### src/rtl/cg_hist_prefetch.sv
module cg_hist_prefetch #(
  parameter int ENTRIES = 8,
  parameter int SLOTS   = 4,
  parameter int ID_W    = 8
) (
  input  logic            clk,
  input  logic            rst_n,
  input  logic            ev_valid,
  input  logic            ev_is_ret,
  input  logic [ID_W-1:0] ev_from,
  input  logic [ID_W-1:0] ev_to,
  output logic            pf_valid,
  output logic [ID_W-1:0] pf_id,
  input  logic            pf_ready
);
  localparam int EW = (ENTRIES > 1) ? $clog2(ENTRIES) : 1;
  localparam int IW = (SLOTS > 1) ? $clog2(SLOTS) : 1;
  localparam logic [IW-1:0] LAST = IW'(SLOTS - 1);
  localparam logic [EW-1:0] ELAST = EW'(ENTRIES - 1);

  logic [ENTRIES-1:0] vld_q;
  logic [ID_W-1:0]    tag_q  [ENTRIES];
  logic [ID_W-1:0]    slot_q [ENTRIES][SLOTS];
  logic [SLOTS-1:0]   sv_q   [ENTRIES];
  logic [IW-1:0]      cur_q  [ENTRIES];
  logic [EW-1:0]      rr_q;

  logic [ENTRIES-1:0] m_a, m_b;
  logic [EW-1:0]      ia, ib;
  logic               hit_a, hit_b;

  always_comb begin
    ia = '0;
    ib = '0;
    for (int e = 0; e < ENTRIES; e++) begin
      m_a[e] = vld_q[e] && (tag_q[e] == ev_from);
      m_b[e] = vld_q[e] && (tag_q[e] == ev_to);
      if (m_a[e]) ia = EW'(e);
      if (m_b[e]) ib = EW'(e);
    end
  end
  assign hit_a = |m_a;
  assign hit_b = |m_b;

  logic [IW-1:0]   nxt;
  logic [IW-1:0]   sel;
  logic            cand_v;
  logic            load;
  logic            rec;

  assign nxt    = (cur_q[ib] == LAST) ? cur_q[ib] : cur_q[ib] + 1'b1;
  assign sel    = ev_is_ret ? nxt : '0;
  assign cand_v = ev_valid && hit_b && sv_q[ib][sel];
  assign load   = cand_v && (!pf_valid || pf_ready);
  assign rec    = ev_valid && !ev_is_ret && hit_a && (hit_b || ia != rr_q);

  always_ff @(posedge clk) begin
    if (!rst_n) begin
      vld_q    <= '0;
      rr_q     <= '0;
      pf_valid <= 1'b0;
      pf_id    <= '0;
      for (int e = 0; e < ENTRIES; e++) begin
        tag_q[e] <= '0;
        sv_q[e]  <= '0;
        cur_q[e] <= '0;
        for (int s = 0; s < SLOTS; s++) slot_q[e][s] <= '0;
      end
    end else begin
      if (pf_valid && pf_ready) pf_valid <= 1'b0;
      if (load) begin
        pf_valid <= 1'b1;
        pf_id    <= slot_q[ib][sel];
      end
      if (rec) begin
        slot_q[ia][cur_q[ia]] <= ev_to;
        sv_q[ia][cur_q[ia]]   <= 1'b1;
      end
      if (ev_valid && !ev_is_ret && !hit_b) begin
        vld_q[rr_q] <= 1'b1;
        tag_q[rr_q] <= ev_to;
        sv_q[rr_q]  <= '0;
        cur_q[rr_q] <= '0;
        rr_q        <= (rr_q == ELAST) ? '0 : rr_q + 1'b1;
      end
      if (ev_valid && ev_is_ret) begin
        if (hit_a) cur_q[ia] <= '0;
        if (hit_b) cur_q[ib] <= nxt;
      end
    end
  end

  p_pf_hold_r8: assert property (@(posedge clk) disable iff (!rst_n)
    pf_valid && !pf_ready |=> pf_valid && $stable(pf_id));

  p_tag_unique_r9: assert property (@(posedge clk) disable iff (!rst_n)
    $onehot0(m_a) && $onehot0(m_b));

  p_alloc_quiet_r2: assert property (@(posedge clk) disable iff (!rst_n)
    ev_valid && !ev_is_ret && !hit_b && !(pf_valid && !pf_ready) |=> !pf_valid);

  p_idle_r10: assert property (@(posedge clk) disable iff (!rst_n)
    !ev_valid && !(pf_valid && !pf_ready) |=> !pf_valid);
endmodule

### config.mk
export PLATFORM = sky130hd
export DESIGN_NAME = cg_hist_prefetch
export DESIGN_NICKNAME = d
export VERILOG_FILES = /design/src/rtl/cg_hist_prefetch.sv
export SDC_FILE = /design/constraint.sdc
export NUM_CORES = 1
export LEC_CHECK = 0
export BUFFER_PORTS_ARGS = -buffer_cell sky130_fd_sc_hd__buf_2
export CAP_MARGIN = 5
export CORE_ASPECT_RATIO = 0.75
export CORE_MARGIN = 8
export CORE_UTILIZATION = 48
export CTS_BUF_LIST = sky130_fd_sc_hd__clkbuf_8
export DETAILED_ROUTE_END_ITERATION = 8
export SLEW_MARGIN = 10
export SYNTH_ARGS = -nofsm -noshare
export SYNTH_HDL_FRONTEND = slang
export SYNTH_SLANG_ARGS = --single-unit
### constraint.sdc
create_clock -name clk -period 5.22 [get_ports clk]
set_input_delay 1.044 -clock clk [delete_from_list [all_inputs] [get_ports clk]]
set_output_delay 1.044 -clock clk [all_outputs]
set_load 0.02 [all_outputs]
Yosys cells after proc, flatten, opt, wreduce, memory -nomap -nowiden
Memory sizes are Yosys's and may differ from the RTL's.
Cells that the tools add are included.

storage, ports and cells
  register bits after elaboration = 20
  latch bits = 0
  RAM bits = 368
  memory bits (read-only) = 0
  input bits = 21
  output and inout port bits = 9
  memories = 4

cells by class
  $add $sub $neg = 2
  $mul = 0
  div/mod/pow operators = 0
  $lt $le $gt $ge = 8
  equality and inequality tests = 19
  shifts and indexed selects = 0
  mux-type cells = 67
  bitwise operators = 3
  reduce and logical (&&, ||, !) cells = 43

memory list
  name    words  width  read ports  clocked after Yosys merged registers in  write ports  RTL line  text
  slot_q  8      32     1           0                                        8            23        logic [ID_W-1:0] slot_q [ENTRIES][SLOTS];
  tag_q   8      8      8           0                                        8            22        logic [ID_W-1:0] tag_q [ENTRIES];
  sv_q    8      4      1           0                                        8            24        logic [SLOTS-1:0] sv_q [ENTRIES];
  cur_q   8      2      2           0                                        8            25        logic [IW-1:0] cur_q [ENTRIES];

operators with widths
  cell                                                         number
  == test 8 bit                                                16
  2-to-1 mux 32 bit                                            3
  2-to-1 mux 3 bit                                             20
  2-to-1 mux 8 bit                                             4
  OR reduction 32 bit                                          1
  logical AND 1 bit                                            28
  2-to-1 mux 1 bit                                             26
  OR reduction 8 bit                                           3
  binary-select mux 8 bit (select 2 bit)                       1
  demux 8 bit (select 2 bit)                                   1
  2-to-1 mux 4 bit                                             4
  2-to-1 mux 2 bit                                             5
  OR 8 bit                                                     1
  OR reduction 4 bit                                           2
  >= comparator 3 bit (second input constant)                  2
  less-than comparator 2 x 3 -> 1 bit (second input constant)  2
  NOT 2 -> 3 bit                                               2
  OR reduction 2 bit                                           3
  less-than comparator 3 x 4 -> 1 bit (second input constant)  1
  adder 3 x 1 -> 3 bit (second input constant)                 1
  demux 1 bit (select 3 bit)                                   1
  == test 3 bit (second input constant)                        1
  >= comparator 3 x 1 -> 1 bit (second input constant)         1
  logical NOT 1 bit                                            3
  other kinds (9)                                              10

Longest topological paths before layout
An unclocked memory read counts as a cell.

  depth after elaboration = 19
  mapped depth = 17

Worst setup path after synthesis
Ideal clock, no wire load.

  path type = input -> register
  start point = in ev_from[1]
  end point = mem slot_q[4][16] in the netlist's numbering (enable)
  arrival time = 3.925 ns
  data required time = 4.886 ns
  slack = 0.961 ns
  cell stages on the path = 14
  path buffers = 3
  path through = buf_2 > xnor2_1 > nand4_1 > nor3_1 > nor4_1 > xnor2_1 > a211oi_1 > a311oi_1 > nor4b_2 > nor2b_1 > buf_2 > buf_2 > and2_1 > nand2b_1

RTL lines
  what             RTL line  text
  start, declared  10        input logic [ID_W-1:0] ev_from,
  end, declared    23

==> impl_metrics.yaml <==
outcome:
  status: "finished, final reports clean"
clock_tree:
  ctsRootBufferMaster: "clkbuf_8"
  cts_tree: "done"
  cts_setup_buffers: 0
  cts_buffers: 66
  cts.sinks: 388
  htreeDepth: 3
  cts_max_path_buffers: 3
  cts_hold_buf: 0
  path_clk_slew_ns: 0.06
  clock_latency_ns: 0.64
  cts_resized: 0
setup_path:
  cpMostUsedCell: "and2_1"
  worstRegToRegCells: 12
  crit_type: "in -> reg"
  cp_slowest_cell: "nor3_2"
  reg2reg_slack_ns: 1.10
  critPathLaunch: "ev_from[4]"
  worstPathCellList: "buf_2, xnor2_1, nand4_1, nor3_2, nor4_1, and2_1, and3_1, a311oi_1, nor4b_2, nor2b_4, and2_1, nand2b_1"
  regToRegStartpoint: "tag_q[5][1]"
  crit_arrival_ns: 4.53
  required_ns: 5.47
  crit_fanout: 17
  worst_setup_path_start_kind: "input pin"
  r2r-end: "slot_q[0][21]"
  critPathCapture: "slot_q[0][21]"
  max_stage_delay_ns: 0.47
  end_kind: "flop"
yosys:
  synth_mux_area_share_pct: 7.534
  yosysTopAreaCell: "edfxtp_1"
  synth_ff_type: "edfxtp_1"
  synth-seq-cells: 388
  synth_common_cells: "edfxtp_1, and3_1, and2_1, mux2i_1, xnor2_1"
  ys_top_cells_by_area: "edfxtp_1, mux2i_1, and3_1"
  yosys.area_share.adder_pct: 0.1270
  synth_cells: 1674
  async_flop_share_pct: 0
  syn_area_um2: 19700
  synthSimpleGateAreaFrac_pct: 18.94
  synth-seq-area-share_pct: 56.51
  synth_compound_area_share_pct: 7.559
  synth_top_family_by_area: "simple AND/OR/NAND/NOR gates"
  synth_xor_area_share_pct: 5.736
  synth_top_cell_area_share_pct: 51.23
  ys_warn_count: 0
  synth_edf_count: 336
  synth.distinct_cells: 70
  synth_fp_nets: 1697
  syn_avg_cell_area_um2: 11.77
  post-synth-top-count-cell: "edfxtp_1"
run:
  maxCapViolCount: 0
power:
  power.leakage_nw: 9.666
  powerDensity_nw_per_um2: 291.3
  peakVddDrop_mv: 0.1668
global_route:
  grt.total_usage_pct: 24.35
  grt_pass1_wl_um: 87770
  grt_max_degree: 62
  first_global_vias: 13540
  grt_overflow: 0
  antenna_found_initial: 1
finish:
  post-route-util_pct: 54.02
  fillers: 3481
  multi_input_area_um2: 7888
  syn2layout_area_growth_pct: 11.36
  layout-drive-gt1-share_pct: 16.13
  final_area_um2: 21930
  ff_latch_area_um2: 11130
  final_nets: 1761
sta:
  rsz0062_at_grt: "no"
  drv_slew: 0
  period_needed_ns: 4.276
  max_freq_mhz: 233.8
  slew_headroom_pct: 30.33
  max_slew.worst_pin.slew_ns: 1.041
  finalSetupTns_ns: 0
  setup_viol: 0
  hold_violations: 0
  skew_ns: 0.03628
  whs_ns: 0.4529
  finalCritPeriodShare_pct: 81.92
detailed_routing:
  wl_per_cell_um: 25.42
  drc: 0
  wl_um: 59010
  via_count: 13640
  drt_first_pass_iters: 5
  vias_per_cell: 5.875
  ant_nets: 0
  drt_iter0_drc: 1282
floorplanning:
  start_util_pct: 48.51
  std_cell_rows: 64
  core_area_um2: 40600
  ios: 30
  die-area_um2: 47840
  dieHeight_um: 191.4
  fp.dieW_um: 249.9
placement:
  gp_congestion: 0.9308
  place_area_um2: 20750
  dpl.hpwl_um: 40750
  portBuffers: 29
worst_hold_path:
  worst_hold_path_type: "reg -> reg"
[power by group]
| group | total, mW | internal [mW] | switching (mW) |
|---|---|---|---|
| Clock | 2.51 | 1.23 | 1.27 |
| Combinational | 0.368 | 0.117 | 0.251 |
| Sequential | 3.51 | 3.46 | 0.0562 |
[registers in the layout, summed over array words and instances (netlist names)]
register / flops
tag_q: 64
vld_q: 8
cur_q: 16
pf_valid: 1
slot_q: 256
pf_id: 8
rr_q: 3
sv_q: 32
[per-layer routing]
| metal | vias to the layer above | track usage, % | share of wire, % |
|---|---|---|---|
| li1 | 6269 | - | - |
| met1 | 6813 | 36.22 | 48 |
| met2 | 479 | 35.90 | 43 |
| met3 | 76 | 4.497 | 7.0 |
| met4 | 0 | 7.103 | 2.1 |
| met5 | - | 0 | 0 |
[placed cells by master, fill, tap and decap left out, types with 7 or more instances in the layout]
cell	synthesis	routed
clkbuf_8	0	69
or2_2	9	9
xor2_1	21	21
a21oi_1	24	24
dfxtp_1	52	52
nor2_1	51	50
a31o_2	24	24
nand4_1	16	16
inv_1	13	40
nor4_1	12	11
and3_1	187	187
nand3_1	33	33
o22ai_1	54	54
nand2b_1	36	36
nor3_1	19	18
o21ai_0	18	18
clkinv_1	0	16
mux2i_1	140	140
edfxtp_1	336	336
buf_2	24	28
o211ai_1	15	15
and2_1	165	165
or3_1	14	14
a21o_1	11	11
nor3_2	6	7
buf_4	7	109
xnor2_1	108	108
nand2_1	81	81
nor2b_1	12	10
[logic make-up (layout without fill, tap and decap cells)]
kind of cell | after synthesis | in the layout
muxes | 147 | 147
adders and majority gates | 2 | 2
DFF | 388 | 388
and+or+nand+nor | 649 | 649
other | 0 | 1
AOI/OAI and AO/OA | 202 | 202
buffers and inverters | 157 | 275
xor gates and xnor gates | 129 | 129
[final cells by class]
cell class	count	area share, %
Clock buffer	69	4.330
Timing Repair Buffer	140	4.643
Multi-Input combinational cell	1129	35.96
Clock inverter	53	1.072
Inverter	13	0.2225
Tap cell	528	3.012
Antenna cell	1	0.01141
Sequential cell	388	50.75
[worst min-delay path by stage]
stage          startpoint    endpoint  slack, ns  depth (start not counted)
2_1_floorplan  sv_q[6][3]  sv_q[6][3]       0.42                          1
3_3_place_gp   sv_q[0][0]  sv_q[0][0]       0.43                          1
4_1_cts          pf_id[2]    pf_id[2]       0.45                          2
5_1_grt        sv_q[6][3]  sv_q[6][3]       0.47                          1
3_5_place_dp   sv_q[0][0]  sv_q[0][0]       0.43                          1
6_report         pf_id[2]    pf_id[2]       0.45                          2
[worst max-delay path, delay by kind of cell]
family                    cells  cell delay [ns]
and+or+nand+nor               9             2.70
AOI/OAI and AO/OA             1             0.34
buffers and inverters         1             0.25
xor gates and xnor gates      1             0.18
[metrics by stage]
step                power [mW]  setup slack [ns]  cells
floorplan                3.790            0.9606   1674
global placement         3.936            0.4459   2198
detailed placement       3.941            0.3325   2198
CTS                      6.431            0.9924   2320
global route             6.584            0.6568   2321
finish                   6.388            0.9436   2321
No activity file was read; power rests on OpenSTA's default activity.
